==> config.mk <==
export PLATFORM = sky130hd
export DESIGN_NAME = pair_issue_gate
export DESIGN_NICKNAME = d
export VERILOG_FILES = /design/src/rtl/ipc_pkg.sv /design/src/rtl/pair_class_matrix.sv /design/src/rtl/pair_hazard.sv /design/src/rtl/pair_ctx.sv /design/src/rtl/pair_issue_gate.sv
export SDC_FILE = /design/constraint.sdc
export NUM_CORES = 1
export LEC_CHECK = 0
export BUFFER_PORTS_ARGS = -buffer_cell sky130_fd_sc_hd__clkbuf_2
export CORE_ASPECT_RATIO = 0.75
export CORE_MARGIN = 10
export CORE_UTILIZATION = 42
export CTS_CLUSTER_DIAMETER = 80
export DETAILED_ROUTE_END_ITERATION = 8
export PLACE_DENSITY = 0.95
export SLEW_MARGIN = 20
export SYNTH_ARGS = -nofsm -noshare
export SYNTH_HDL_FRONTEND = slang
export SYNTH_SLANG_ARGS = --single-unit
==> constraint.sdc <==
create_clock -name clk -period 3.69 [get_ports clk]
set_input_delay 0.369 -clock clk [delete_from_list [all_inputs] [get_ports clk]]
set_output_delay 0.369 -clock clk [all_outputs]
set_load 0.02 [all_outputs]
==> src/rtl/ipc_pkg.sv <==
package ipc_pkg;

  localparam int CLS_W = 4;

  typedef enum logic [CLS_W-1:0] {
    C_FLOP = 4'd0,
    C_LDST = 4'd1,
    C_ALU  = 4'd2,
    C_MM   = 4'd3,
    C_NUL  = 4'd4,
    C_VBR  = 4'd5,
    C_BR   = 4'd6,
    C_FTST = 4'd7,
    C_SYS  = 4'd8
  } icls_e;

  // flag bit positions shared by both slots
  localparam int F_CSET = 0;
  localparam int F_CUSE = 1;
  localparam int F_FPLD = 2;
  localparam int F_HALF = 3;
  localparam int F_SLOT = 4;  // slot 0: may nullify, slot 1: FP store

  // register control bit positions
  localparam int RC_DEN = 0;
  localparam int RC_DFP = 1;
  localparam int RC_AEN = 2;
  localparam int RC_AFP = 3;
  localparam int RC_BEN = 4;
  localparam int RC_BFP = 5;

  // set of second-slot classes allowed after a given first class
  function automatic logic [15:0] second_mask(input logic [CLS_W-1:0] first);
    logic [15:0] m;
    unique case (first)
      C_FLOP:  m = 16'h007E;
      C_LDST:  m = 16'h005D;
      C_ALU:   m = 16'h00DF;
      C_MM:    m = 16'h0087;
      C_NUL:   m = 16'h0001;
      default: m = 16'h0000;
    endcase
    return m;
  endfunction

  function automatic logic cls_is_branch(input logic [CLS_W-1:0] c);
    return (c == C_VBR) || (c == C_BR);
  endfunction

endpackage

==> src/rtl/pair_class_matrix.sv <==
module pair_class_matrix
  import ipc_pkg::*;
(
  input  logic [CLS_W-1:0] cls0,
  input  logic [CLS_W-1:0] cls1,
  input  logic             null0,
  output logic             ok
);

  logic [15:0] row;
  logic        in_row;

  assign row    = second_mask(cls0);
  assign in_row = row[cls1];
  assign ok     = in_row & ~(null0 & (cls1 != C_FLOP));

endmodule

==> src/rtl/pair_hazard.sv <==
module pair_hazard
  import ipc_pkg::*;
#(
  parameter int REG_W = 5
) (
  input  logic [CLS_W-1:0] cls0,
  input  logic [REG_W-1:0] dst0,
  input  logic [REG_W-1:0] sa0,
  input  logic [REG_W-1:0] sb0,
  input  logic [5:0]       rc0,
  input  logic [4:0]       fl0,
  input  logic [CLS_W-1:0] cls1,
  input  logic [REG_W-1:0] dst1,
  input  logic [REG_W-1:0] sa1,
  input  logic [REG_W-1:0] sb1,
  input  logic [5:0]       rc1,
  input  logic [4:0]       fl1,
  output logic             clash
);

  localparam int NSLOT = 2;

  logic [CLS_W-1:0] cls [NSLOT];
  logic [REG_W-1:0] dst [NSLOT];
  logic [REG_W-1:0] sa  [NSLOT];
  logic [REG_W-1:0] sb  [NSLOT];
  logic [5:0]       rc  [NSLOT];
  logic [4:0]       fl  [NSLOT];

  assign cls[0] = cls0;  assign cls[1] = cls1;
  assign dst[0] = dst0;  assign dst[1] = dst1;
  assign sa[0]  = sa0;   assign sa[1]  = sa1;
  assign sb[0]  = sb0;   assign sb[1]  = sb1;
  assign rc[0]  = rc0;   assign rc[1]  = rc1;
  assign fl[0]  = fl0;   assign fl[1]  = fl1;

  // read-after-write from slot 0 into slot 1
  logic hit_a, hit_b, fwd_store, raw;
  assign hit_a = rc0[RC_DEN] & rc1[RC_AEN] & (rc0[RC_DFP] == rc1[RC_AFP]) & (dst0 == sa1);
  assign hit_b = rc0[RC_DEN] & rc1[RC_BEN] & (rc0[RC_DFP] == rc1[RC_BFP]) & (dst0 == sb1);
  assign fwd_store = (cls0 == C_FLOP) & fl1[F_SLOT];
  assign raw = hit_a | (hit_b & ~fwd_store);

  // FP load in slot g against FP operation in the other slot
  logic [NSLOT-1:0] half_x;
  logic [NSLOT-1:0] same_t;

  for (genvar g = 0; g < NSLOT; g++) begin : g_ldop
    localparam int OP = NSLOT - 1 - g;
    logic ld, op, rd_a, rd_b;
    assign ld   = fl[g][F_FPLD] & rc[g][RC_DEN] & rc[g][RC_DFP];
    assign op   = (cls[OP] == C_FLOP);
    assign rd_a = rc[OP][RC_AEN] & rc[OP][RC_AFP] & (sa[OP] == dst[g]);
    assign rd_b = rc[OP][RC_BEN] & rc[OP][RC_BFP] & (sb[OP] == dst[g]);
    assign half_x[g] = ld & op & (rd_a | rd_b) & (fl[g][F_HALF] != fl[OP][F_HALF]);
    assign same_t[g] = ld & op & rc[OP][RC_DEN] & rc[OP][RC_DFP] & (dst[OP] == dst[g]);
  end

  logic carry;
  assign carry = (fl0[F_CSET] & fl1[F_CUSE]) | (fl1[F_CSET] & fl0[F_CUSE]);

  assign clash = raw | (|half_x) | (|same_t) | carry;

endmodule

==> src/rtl/pair_ctx.sv <==
module pair_ctx (
  input  logic clk,
  input  logic rst_n,
  input  logic fire,
  input  logic last_branch,
  input  logic br_taken,
  output logic delay_q,
  output logic target_q
);

  logic delay_d, delay_en;
  logic target_d, target_en;

  always_comb begin
    delay_en  = fire;
    delay_d   = last_branch;
    target_en = fire | br_taken;
    target_d  = br_taken;
  end

  always_ff @(posedge clk or negedge rst_n) begin
    if (!rst_n) begin
      delay_q  <= 1'b0;
      target_q <= 1'b0;
    end else begin
      if (delay_en)  delay_q  <= delay_d;
      if (target_en) target_q <= target_d;
    end
  end

  p_delay_arm_r9: assert property (@(posedge clk) disable iff (!rst_n)
    (fire && last_branch) |=> delay_q);

  p_delay_hold_r9: assert property (@(posedge clk) disable iff (!rst_n)
    !fire |=> $stable(delay_q));

  p_target_arm_r10: assert property (@(posedge clk) disable iff (!rst_n)
    br_taken |=> target_q);

  p_target_clear_r10: assert property (@(posedge clk) disable iff (!rst_n)
    (fire && !br_taken) |=> !target_q);

endmodule

==> src/rtl/pair_issue_gate.sv <==
module pair_issue_gate
  import ipc_pkg::*;
#(
  parameter int REG_W = 5,
  parameter int PC_W  = 16
) (
  input  logic             clk,
  input  logic             rst_n,
  input  logic             win_valid,
  output logic             win_ready,
  input  logic [PC_W-1:0]  s0_pc,
  input  logic [CLS_W-1:0] s0_cls,
  input  logic [REG_W-1:0] s0_dst,
  input  logic [REG_W-1:0] s0_src_a,
  input  logic [REG_W-1:0] s0_src_b,
  input  logic [5:0]       s0_regctl,
  input  logic [4:0]       s0_flags,
  input  logic             s1_valid,
  input  logic [PC_W-1:0]  s1_pc,
  input  logic [CLS_W-1:0] s1_cls,
  input  logic [REG_W-1:0] s1_dst,
  input  logic [REG_W-1:0] s1_src_a,
  input  logic [REG_W-1:0] s1_src_b,
  input  logic [5:0]       s1_regctl,
  input  logic [4:0]       s1_flags,
  input  logic             br_taken,
  output logic             iss_valid,
  input  logic             iss_ready,
  output logic             iss_dual
);

  logic cls_ok, clash, adjacent, solo_ctx;
  logic delay_q, target_q, fire, last_branch;

  pair_class_matrix u_mat (
    .cls0  (s0_cls),
    .cls1  (s1_cls),
    .null0 (s0_flags[F_SLOT]),
    .ok    (cls_ok)
  );

  pair_hazard #(.REG_W(REG_W)) u_haz (
    .cls0 (s0_cls), .dst0 (s0_dst), .sa0 (s0_src_a), .sb0 (s0_src_b),
    .rc0  (s0_regctl), .fl0 (s0_flags),
    .cls1 (s1_cls), .dst1 (s1_dst), .sa1 (s1_src_a), .sb1 (s1_src_b),
    .rc1  (s1_regctl), .fl1 (s1_flags),
    .clash (clash)
  );

  pair_ctx u_ctx (
    .clk         (clk),
    .rst_n       (rst_n),
    .fire        (fire),
    .last_branch (last_branch),
    .br_taken    (br_taken),
    .delay_q     (delay_q),
    .target_q    (target_q)
  );

  assign adjacent    = (s1_pc == s0_pc + PC_W'(1));
  assign solo_ctx    = delay_q | (target_q & s0_pc[0]);
  assign iss_dual    = win_valid & s1_valid & adjacent & cls_ok & ~clash & ~solo_ctx;
  assign iss_valid   = win_valid;
  assign win_ready   = iss_ready;
  assign fire        = win_valid & iss_ready;
  assign last_branch = iss_dual ? cls_is_branch(s1_cls) : cls_is_branch(s0_cls);

  p_pair_adjacent_r1: assert property (@(posedge clk) disable iff (!rst_n)
    iss_dual |-> (win_valid && s1_valid && (s1_pc == s0_pc + PC_W'(1))));

  p_sys_solo_r3: assert property (@(posedge clk) disable iff (!rst_n)
    ((s0_cls == C_SYS) || (s1_cls == C_SYS)) |-> !iss_dual);

  p_carry_solo_r7: assert property (@(posedge clk) disable iff (!rst_n)
    ((s0_flags[F_CSET] && s1_flags[F_CUSE]) || (s1_flags[F_CSET] && s0_flags[F_CUSE]))
      |-> !iss_dual);

  p_null_solo_r8: assert property (@(posedge clk) disable iff (!rst_n)
    (s0_flags[F_SLOT] && (s1_cls != C_FLOP)) |-> !iss_dual);

  p_delay_solo_r9: assert property (@(posedge clk) disable iff (!rst_n)
    delay_q |-> !iss_dual);

  p_target_solo_r10: assert property (@(posedge clk) disable iff (!rst_n)
    (target_q && s0_pc[0]) |-> !iss_dual);

endmodule

Word level (Yosys, flattened, before mapping):

Cells that the tools add are included.

* add/sub/neg operators: 1
* magnitude comparators: 1
* eq/ne operators: 21
* muxes and demuxes: 4
* bitwise gates (word level): 56
* reductions and logical operators: 7

Operators by type and width (number)
* $and A1 B1 Y1: 43
* $eq A5 B5 Y1: 8
* $pmux W8 S5: 1
* $eq A4 B3 Y1 const B: 5
* $add A16 B1 Y16 const B: 1
* $eq A16 B16 Y1: 1
* $or A1 B1 Y1: 9
* $eq A4 B2 Y1 const B: 2
* $logic_not A4 Y1: 2
* $lt A4 B5 Y1 const B: 1
* $bmux W1 S4: 1
* $eq A4 B1 Y1 const B: 1
* $not A1 Y1: 4
* $reduce_bool A4 Y1: 1
* $reduce_or A2 Y1: 2
* $eq A1 B1 Y1: 2
* $logic_or A1 B1 Y1: 2
* $mux W1: 2
* $ne A1 B1 Y1: 2

* bits in registers: 2
* bits of input ports: 98
* output and inout port bits: 3
* word-level logic and storage cells: 92

Longest topological paths before layout:

Gate-level depths: netlist of run 1.

* depth after elaboration: 13
* mapped depth: 7
* mapped depth without buffers: 7

By module:

Synthesis of run 1 repeated with hierarchy kept, for this count alone.

* cell total of the unflattened synthesis: 158
* area total of the unflattened synthesis: 1260.0 sq um

By module, submodules not included
* pair_issue_gate: times used 1, cells each 84, area an instance 670.6 sq um, sequential area each 0.0 sq um
* pair_hazard: times used 1, cells each 55, area an instance 415.4 sq um, sequential area each 0.0 sq um
* pair_class_matrix: times used 1, cells each 14, area an instance 97.6 sq um, sequential area each 0.0 sq um
* pair_ctx: times used 1, cells each 5, area an instance 76.3 sq um, sequential area each 50.0 sq um

Worst setup path before layout of run 1:

OpenSTA, ideal clock, no wires.

* path kind: input -> output
* start point: in s0_pc[9]
* end point: out iss_dual
* arrival: 1.981 ns
* data required time: 3.321 ns
* slack: 1.340 ns
* stages on the path: 6
* path buffers: 0
* path through: nand4_2 or2_4 or4_1 o31ai_1 nand4_1 nor3_1

* longest elaborated chain between the ends: 6

Ends and longest elaborated chain
* start, declared: RTL line pair_issue_gate.sv:11 `input logic [PC_W-1:0] s0_pc,`
* $add A16 B1 Y16: RTL line pair_issue_gate.sv:60 `assign adjacent = (s1_pc == s0_pc + PC_W'(1));`
* $eq A16 B16 Y1: RTL line pair_issue_gate.sv:60
* $and A1 B1 Y1 (4 in a row): RTL line pair_issue_gate.sv:62 `assign iss_dual = win_valid & s1_valid & adjacent & cls_ok & ~clash & ~solo_ctx;`
* end, declared: RTL line pair_issue_gate.sv:29 `output logic iss_dual`

No other way between the ends.

Worst setup path after layout of run 1:

* start point: in s0_pc[0]
* end point: out iss_dual

* longest elaborated chain between the ends: 6
* elaborated cells between the ends (all ways): 9
* those cells by class: 1 x add/sub; 1 x eq/ne; 7 x bitwise

Ends and longest elaborated chain (RTL line)
* $add A16 B1 Y16: pair_issue_gate.sv:60
* $eq A16 B16 Y1: pair_issue_gate.sv:60
* $and A1 B1 Y1 (3 in a row): pair_issue_gate.sv:62
* $and A1 B1 Y1 (*): pair_issue_gate.sv:62

Every way passes the cells marked *; elsewhere a longest branch is shown, timed or not.

==> results.sh, run 1 <==
export IMPL_period_needed_ns=2.58
export IMPL_antenna_cells=0
export IMPL_synthesis_nets=268
export IMPL_crit_fanout=6
export IMPL_ir_drop_uv=196
export IMPL_die_w_um=82.0
export IMPL_overflow=0
export IMPL_crit_slowest_cell="or4_1"
export IMPL_gr_usage_all_layers_pct=17.5
export IMPL_hp_class="primary input to flip-flop"
export IMPL_cp_arrival_ns=2.21
export IMPL_nets=370
export IMPL_initial_core_util_pct=45.1
export IMPL_grt_pass1_wl_um=7900
export IMPL_cts_setup_buffers=0
export IMPL_power_total_uw=296
export IMPL_rr_worst_depth=6
export IMPL_power_density_nw_per_um2=166
export IMPL_ys_ff_latch=2
export IMPL_critPathBufInv=2
export IMPL_worstSetupStartpointType="primary input"
export IMPL_relSlewSlack_pct=64.7
export IMPL_grt_max_degree=9
export IMPL_ant_nets=0
export IMPL_first_global_vias=1750
export IMPL_dieArea_um2=5450
export IMPL_finalSetupTns_ns=0
export IMPL_syn_area_um2=1210
export IMPL_yosysWarnings=0
export IMPL_post_route_period_util_pct=69.8
export IMPL_fin_skew_ns=0.00240
export IMPL_crit_type="primary input to output port"
export IMPL_min_path_cells=2
export IMPL_yosysSeqAreaShare_pct=4.13
export IMPL_setup_viol=0
export IMPL_maxCapViolations=0
export IMPL_drt_wl_total_um=4920
export IMPL_synth_enable_flop_cells=0
export IMPL_viasPerCell=5.54
export IMPL_path_cells="clkbuf_2 > ha_1 > nand3_1 > or4_1 > o31ai_1 > nand4_1 > nor3_1 > clkbuf_2"
export IMPL_p_leak_uw=0.000811
export IMPL_met2_usage_pct=32.1
export IMPL_syn_to_final_growth_pct=47.4
export IMPL_cts_resized=0
export IMPL_fmax_ghz=0.388
export IMPL_final_core_util_pct=66.6
export IMPL_drt_pre_antenna_iters=4
export IMPL_clockBufferDepth=2
export IMPL_htree_levels=1
export IMPL_fp_coreArea_um2=2680
export IMPL_die_h_um=66.5
export IMPL_cts_hold_buf=1
export IMPL_cts_sinks=2
export IMPL_wl_per_cell_um=16.1
export IMPL_grt_antenna_before_repair=0
export IMPL_rsz0062_at_grt="false"
export IMPL_crit_path_max_incr_delay_ns=0.51
export IMPL_gp_congestion=0.849
export IMPL_tritoncts="yes"
export IMPL_cts_made_buffers=3
export IMPL_outcome="completed"
export IMPL_syn_inst=169
export IMPL_vias=1691
export IMPL_fillers=246
export IMPL_ff2ff_setup_slack_ns=1.81
export IMPL_synthArstFlopShare_pct=100
export IMPL_grt_busiest_layer="met2"
export IMPL_drc=0
export IMPL_met1_usage_pct=20.0
export IMPL_io_pins=101
export IMPL_finalHoldViolCount=0
export IMPL_use_met3_pct=4.56
export IMPL_cpLargestDelayFamily="simple AND/OR/NAND/NOR gates"
export IMPL_ctsRootBufferMaster="clkbuf_8"
export IMPL_dp_hpwl_um=4450
export IMPL_avgSynthCellArea_um2=7.17
export IMPL_critical_path_cell_count=8
export IMPL_final_max_slew_viol_count=0
export IMPL_detail_route_iter0_violations=107
export IMPL_insertion_delay_ns=0.21
export IMPL_required_ns=3.32
export IMPL_tightestPinTransition_ns=0.525
export IMPL_cpMostUsedCell="clkbuf_2"
export IMPL_synth_ff_type="dfrtp_1"
export IMPL_clk_pin_slew_ns=0.03
export IMPL_ys_types=44
export IMPL_cp_end_kind="output port"
export IMPL_portBuffers=100
export IMPL_drive_gt1_share_pct=40.5
export IMPL_fp_row_count=16
[synth_stat cells (2+ instances only)]
| master | n | area, um^2 |
|---|---|---|
| a211oi_1 | 3 | 22.5 |
| a21o_1 | 2 | 15.0 |
| a21oi_1 | 3 | 15.0 |
| a22oi_1 | 3 | 22.5 |
| a31oi_1 | 2 | 12.5 |
| and2_1 | 2 | 12.5 |
| and3_1 | 2 | 12.5 |
| buf_4 | 2 | 15.0 |
| clkbuf_1 | 2 | 7.51 |
| dfrtp_1 | 2 | 50.1 |
| inv_1 | 6 | 22.5 |
| mux2i_1 | 2 | 20.0 |
| nand2_1 | 10 | 37.5 |
| nand2b_1 | 2 | 12.5 |
| nand3_1 | 9 | 45.0 |
| nand4_1 | 11 | 68.8 |
| nand4b_1 | 2 | 17.5 |
| nor2_1 | 8 | 30.0 |
| nor2b_1 | 4 | 25.0 |
| nor3_1 | 7 | 35.0 |
| nor4_1 | 7 | 43.8 |
| nor4b_1 | 3 | 26.3 |
| o21ai_0 | 4 | 20.0 |
| o22ai_1 | 3 | 18.8 |
| o31ai_1 | 2 | 15.0 |
| or4_1 | 3 | 22.5 |
| xnor2_1 | 38 | 333 |
| xor2_1 | 9 | 78.8 |
[path summary, 6_finish.rpt]
kind                                       startpoint                          to
max                                          s0_pc[0]                    iss_dual
min                                          br_taken  u_ctx.target_q$_DFFE_PN0P_
max reg2reg                u_ctx.target_q$_DFFE_PN0P_   u_ctx.delay_q$_DFFE_PN0P_
min reg2reg                u_ctx.target_q$_DFFE_PN0P_  u_ctx.target_q$_DFFE_PN0P_
max in group asynchronous                       rst_n  u_ctx.target_q$_DFFE_PN0P_
min in group asynchronous                       rst_n   u_ctx.delay_q$_DFFE_PN0P_
[cell families (layout without fill, tap and decap cells)]
logic type,Yosys count,in the layout,synth area share (%)
adders and majority gates,1,1,1.03
muxes,2,2,1.65
AOI/OAI and AO/OA,32,32,19.5
xor gates and xnor gates,47,47,34.0
buffers and inverters,10,110,3.72
and+or+nand+nor,75,75,36.0
DFF,2,2,4.13
[cell type report]
| type | instances | area, um^2 | area share [%] |
|---|---|---|---|
| multi-input combinational | 157 | 1120 | 62.5 |
| inverter | 6 | 22.5 | 1.26 |
| tap | 36 | 45.0 | 2.52 |
| sequential | 2 | 50.0 | 2.80 |
| timing repair buffer | 101 | 510 | 28.6 |
| clock buffer | 3 | 41.3 | 2.31 |
[layout by cell type, fill, tap and decap left out, drive strengths merged, types with 4 or more instances in the layout]
| cell type | count |
|---|---|
| nor3 | 7 |
| o21ai | 4 |
| nor2b | 4 |
| inv | 6 |
| nor2 | 8 |
| nand3 | 9 |
| xnor2 | 38 |
| xor2 | 9 |
| nand4 | 12 |
| nor4 | 7 |
| nand2 | 10 |
| clkbuf | 103 |
[power breakdown]
part,leakage [uW],internal (uW),switching (uW)
combinational,0.000765,94.4,89.4
sequential,0.0000235,23.7,0.791
clock,0.0000216,69.1,18.7
[worst reg2reg max path, cell delays in order, from the launching register on]
cell and delay (ns):
dfrtp_1 0.37, a22oi_1 0.17, nand4b_1 0.13, or3_1 0.35
nor4_1 0.27, nand4_1 0.18, o41ai_2 0.31
[state kept, by name, summed over array words and instances, names as in the netlist]
signal / count
u_ctx.delay_q: 1
u_ctx.target_q: 1
[stage by stage]
stage	worst slack, ns	instance area [um^2]	hold WS (ns)	std cells
finish	1.11	1790	0.340	305
global route	0.954	1790	0.355	305
CTS	1.12	1790	0.340	305
detailed placement	1.12	1730	0.158	301
global placement	1.16	1730	0.157	301
floorplan	1.34	1210	0.0734	169
[layer usage]
metal / up-vias / part of all wire [%]
met1: 769 / 38
met2: 76 / 49
li1: 840 / -
met3: 6 / 12
met4: 0 / 0.98
met5: - / 0
Note: power is estimated with default switching activity, not from simulation.
==> inputs of run 2 (changes only) <==
- CORE_UTILIZATION: 42 -> 39
- PLACE_DENSITY: 0.95 -> 0.92
- clock period: 3.69 -> 2.4 ns (I/O delays scaled with it)
==> results.sh, run 2 (synthesized netlist as in run 1, its figures left out) <==
export IMPL_finalHoldViolCount=0
export IMPL_gp_congestion=0.886
export IMPL_p_int_uw=290
export IMPL_insertion_delay_ns=0.21
export IMPL_period_needed_ns=2.33
export IMPL_worstSetupStartpointType="flip-flop"
export IMPL_finalSetupTns_ns=0
export IMPL_ctsRootBufferMaster="clkbuf_8"
export IMPL_initial_core_util_pct=41.0
export IMPL_power_switching_uw=169
export IMPL_dp_hpwl_um=4460
export IMPL_clk_pin_slew_ns=0.03
export IMPL_clockBufferDepth=2
export IMPL_fmax_ghz=0.429
export IMPL_vias=1680
export IMPL_post_route_period_util_pct=97.0
export IMPL_power_density_nw_per_um2=249
export IMPL_ir_drop_uv=308
export IMPL_fp_coreArea_um2=2960
export IMPL_drt_wl_total_um=5030
export IMPL_relSlewSlack_pct=68.9
export IMPL_final_max_slew_viol_count=0
export IMPL_setup_viol=0
export IMPL_cts_sinks=2
export IMPL_ant_nets=0
export IMPL_cp_arrival_ns=2.09
export IMPL_layout_commonest_cell="clkbuf_2"
export IMPL_whs_ns=0.225
export IMPL_die_h_um=68.3
export IMPL_ff2ff_setup_slack_ns=0.50
export IMPL_grt_pass1_wl_um=7670
export IMPL_cp_end_kind="output port"
export IMPL_tritoncts="yes"
export IMPL_cts_made_buffers=3
export IMPL_fp_row_count=17
export IMPL_overflow=0
export IMPL_fin_skew_ns=0.00195
export IMPL_final_cell_mix="clkbuf_2 (98), xnor2_1 (38), nand4_1 (11)"
export IMPL_viasPerCell=5.45
export IMPL_tightestPinTransition_ns=0.460
export IMPL_r2r_end="u_ctx.delay_q$_DFFE_PN0P_"
export IMPL_place_area_um2=1740
export IMPL_hp_class="primary input to flip-flop"
export IMPL_min_path_cells=2
export IMPL_grt_antenna_before_repair=0
export IMPL_required_ns=2.16
export IMPL_rr_worst_depth=6
export IMPL_r2r_start="u_ctx.target_q$_DFFE_PN0P_"
export IMPL_maxCapViolations=0
export IMPL_grt_max_degree=9
export IMPL_dieArea_um2=5760
export IMPL_holdCritStartpoint="br_taken"
export IMPL_crit_type="flip-flop to output port"
export IMPL_first_global_vias=1703
export IMPL_drt_pre_antenna_iters=4
export IMPL_gr_usage_all_layers_pct=15.7
export IMPL_reg_top3="u_ctx.delay_q: 1 flops, u_ctx.target_q: 1 flops"
export IMPL_holdPathEnd="u_ctx.target_q$_DFFE_PN0P_"
export IMPL_p_leak_uw=0.000816
export IMPL_power_frac_clock_pct=28.2
export IMPL_stdcell_area_um2=1840
export IMPL_syn_to_final_growth_pct=52.0
export IMPL_drc=0
export IMPL_wl_per_cell_um=16.3
export IMPL_htree_levels=1
export IMPL_combPwrFrac_pct=63.5
export IMPL_drive_gt1_share_pct=43.0
export IMPL_nets=371
export IMPL_p_sw_share_pct=36.7
export IMPL_io_pins=101
export IMPL_power_frac_seq_pct=8.2
export IMPL_outcome="completed"
export IMPL_detail_route_iter0_violations=167
export IMPL_die_w_um=84.4
export IMPL_crit_fanout=2
export IMPL_portBuffers=100
export IMPL_antenna_cells=0
run 2: what timing repair did:
action | CTS | global route
hold endpoints to repair | 2 | 0
buffers inserted | 0 | 0
setup endpoints to repair | 0 | 1
hold buffers | 1 | 0
resized for setup | 0 | 9
run 2: worst max path at each step:
stage | start | endpoint | slack (ns) | cells past startpoint
6_report | u_ctx.target_q$_DFFE_PN0P_ | iss_dual | 0.07 | 7
5_1_grt | u_ctx.target_q$_DFFE_PN0P_ | iss_dual | -0.02 | 7
4_1_cts | u_ctx.target_q$_DFFE_PN0P_ | iss_dual | 0.09 | 7
3_5_place_dp | s0_pc[9] | iss_dual | 0.17 | 8
3_3_place_gp | s0_pc[0] | iss_dual | 0.22 | 8
2_1_floorplan | s0_pc[9] | iss_dual | 0.31 | 6
run 2: worst max-delay path, stage by stage (launching register included):
cell and delay [ns]:
dfrtp_1 0.37, a22oi_2 0.12, nand4b_1 0.14, or3_1 0.37, nor4_2 0.28, nand4_1 0.19
nor3_1 0.23, buf_4 0.18
run 2: through the flow:
stage	std cells	setup WS [ns]	util (%)	power, uW
finish	308	0.0710	62.3	459
global route	308	-0.0235	62.3	497
CTS	308	0.0945	60.7	453
detailed placement	304	0.175	59.0	317
global placement	304	0.217	59.0	310
floorplan	169	0.308	-	181
run 2: layer usage:
layer / routed length, um / GRT usage (%) / part of all wire [%]
met1: 1980 / 18.1 / 39
met2: 2620 / 28.8 / 52
met3: 377 / 4.39 / 7.5
met4: 54 / 3.48 / 1.1
met5: 0 / 0 / 0
run 2: area by class of cell:
type                       count  area (um^2)
inverter                       6         22.5
timing repair buffer         102          520
fill                         271         1120
sequential                     2         50.0
multi-input combinational    157         1160
clock buffer                   3         41.3
tap                           38         47.5
run 2: power by group through the flow:
stage,clock network (uW),logic [uW],registers [uW]
after floorplan,0,143,37.7
after global placement,0,272,37.9
after detailed placement,0,279,38.0
after CTS,134,282,37.7
after global routing,139,320,38.2
final,130,292,37.9
==> inputs of run 3 (changes only) <==
- clock period: 2.4 -> 2.55 ns (I/O delays scaled with it)
==> results.sh, run 3 (synthesized netlist as in run 1, its figures left out) <==
export IMPL_crit_type="flip-flop to output port"
export IMPL_fmax_ghz=0.424
export IMPL_portBuffers=100
export IMPL_finalSetupTns_ns=0
export IMPL_cts_hold_buf=1
export IMPL_wl_per_cell_um=15.7
export IMPL_layout_setup_ws_ns=0.194
export IMPL_cts_setup_buffers=0
export IMPL_power_frac_seq_pct=8.3
export IMPL_initial_core_util_pct=41.0
export IMPL_p_int_uw=271
export IMPL_detail_route_iter0_violations=123
export IMPL_setup_viol=0
export IMPL_r2r_start="u_ctx.target_q$_DFFE_PN0P_"
export IMPL_tritoncts="yes"
export IMPL_overflow=0
export IMPL_nets=370
export IMPL_ir_drop_uv=288
export IMPL_power_switching_uw=159
export IMPL_place_area_um2=1740
export IMPL_antenna_cells=0
export IMPL_insertion_delay_ns=0.22
export IMPL_htree_levels=1
export IMPL_required_ns=2.30
export IMPL_grt_antenna_before_repair=0
export IMPL_grt_pass1_wl_um=7660
export IMPL_post_route_period_util_pct=92.4
export IMPL_dp_hpwl_um=4430
export IMPL_finalHoldViolCount=0
export IMPL_syn_to_final_growth_pct=47.6
export IMPL_layout_commonest_cell="clkbuf_2"
export IMPL_combPwrFrac_pct=61.6
export IMPL_worstSetupStartpoint="u_ctx.target_q$_DFFE_PN0P_"
export IMPL_clockBufferDepth=2
export IMPL_clk_pin_slew_ns=0.03
export IMPL_fp_row_count=17
export IMPL_crit_fanout=2
export IMPL_first_global_vias=1696
export IMPL_fp_coreArea_um2=2960
export IMPL_die_h_um=68.3
export IMPL_dieArea_um2=5760
export IMPL_r2r_end="u_ctx.delay_q$_DFFE_PN0P_"
export IMPL_cts_made_buffers=3
export IMPL_ff2ff_setup_slack_ns=0.61
export IMPL_stdcell_area_um2=1790
export IMPL_maxCapViolations=0
export IMPL_viasPerCell=5.35
export IMPL_p_sw_share_pct=37.0
export IMPL_p_leak_uw=0.000811
export IMPL_tightestPinTransition_ns=0.452
export IMPL_outcome="completed"
export IMPL_endpoint="iss_dual"
export IMPL_cp_arrival_ns=2.10
export IMPL_final_cell_mix="clkbuf_2 (100), xnor2_1 (38), nand4_1 (11)"
export IMPL_reg_top3="u_ctx.delay_q: 1 flops, u_ctx.target_q: 1 flops"
export IMPL_drive_gt1_share_pct=40.5
export IMPL_drt_pre_antenna_iters=4
export IMPL_rr_worst_depth=6
export IMPL_power_frac_clock_pct=30.1
export IMPL_grt_max_degree=9
export IMPL_relSlewSlack_pct=69.6
export IMPL_cp_end_kind="output port"
export IMPL_gp_congestion=0.897
export IMPL_hp_class="primary input to flip-flop"
export IMPL_period_needed_ns=2.36
export IMPL_drc=0
export IMPL_cts_resized=0
export IMPL_ctsRootBufferMaster="clkbuf_8"
export IMPL_worstSetupStartpointType="flip-flop"
export IMPL_fin_skew_ns=0.00324
export IMPL_final_max_slew_viol_count=0
export IMPL_die_w_um=84.4
export IMPL_gr_usage_all_layers_pct=15.9
export IMPL_rsz0062_at_grt="false"
export IMPL_io_pins=101
export IMPL_drt_wl_total_um=4820
export IMPL_ant_nets=0
export IMPL_dp_slack_ns=0.236
export IMPL_vias=1642
export IMPL_power_density_nw_per_um2=240
export IMPL_cts_sinks=2
[run 3: cell count changes in the layout (fill, tap and decap cells not counted), sizes merged]
cell,delta
clkbuf,+2
buf,-3
[run 3: critical path, stage by stage, from the launching register on]
cell	delay (ns)
dfrtp_1	0.37
a22oi_1	0.15
nand4b_1	0.13
or3_1	0.36
nor4_1	0.31
nand4_1	0.20
nor3_1	0.16
clkbuf_2	0.20
[run 3: stage by stage]
stage	util, %	power, uW	cells	hold WS (ns)
floorplan	-	170	169	-0.0406
finish	60.5	430	307	0.216
global route	60.5	470	307	0.212
global placement	58.7	291	303	0.0436
detailed placement	58.7	298	303	0.0447
CTS	60.5	435	307	0.213
[run 3: worst min path at each step]
stage	end	depth (start not counted)	startpoint
after floorplan	u_ctx.delay_q$_DFFE_PN0P_	0	rst_n
after global placement	u_ctx.target_q$_DFFE_PN0P_	1	rst_n
after detailed placement	u_ctx.delay_q$_DFFE_PN0P_	1	rst_n
after CTS	u_ctx.target_q$_DFFE_PN0P_	2	br_taken
after global routing	u_ctx.target_q$_DFFE_PN0P_	2	br_taken
final	u_ctx.target_q$_DFFE_PN0P_	2	br_taken
[run 3: layer usage]
metal  up-vias  GRT usage, %  wire, um
met4         0          4.51        31
met5         -             0         0
met3         2          3.44       321
met1       743          18.9      1940
met2        57          28.6      2530
li1        840             -         -
[run 3: final cells by class]
| class | instances | area [um^2] |
|---|---|---|
| inverter | 6 | 22.5 |
| clock buffer | 3 | 41.3 |
| sequential | 2 | 50.0 |
| multi-input combinational | 157 | 1120 |
| timing repair buffer | 101 | 510 |
| tap | 38 | 47.5 |
| fill | 282 | 1170 |
[run 3: power groups by stage]
stage	registers, uW	logic [uW]	clock network (uW)
global route	35.8	292	142
finish	35.6	265	129
floorplan	35.5	135	0
global placement	35.8	255	0
CTS	35.5	264	135
detailed placement	35.9	262	0
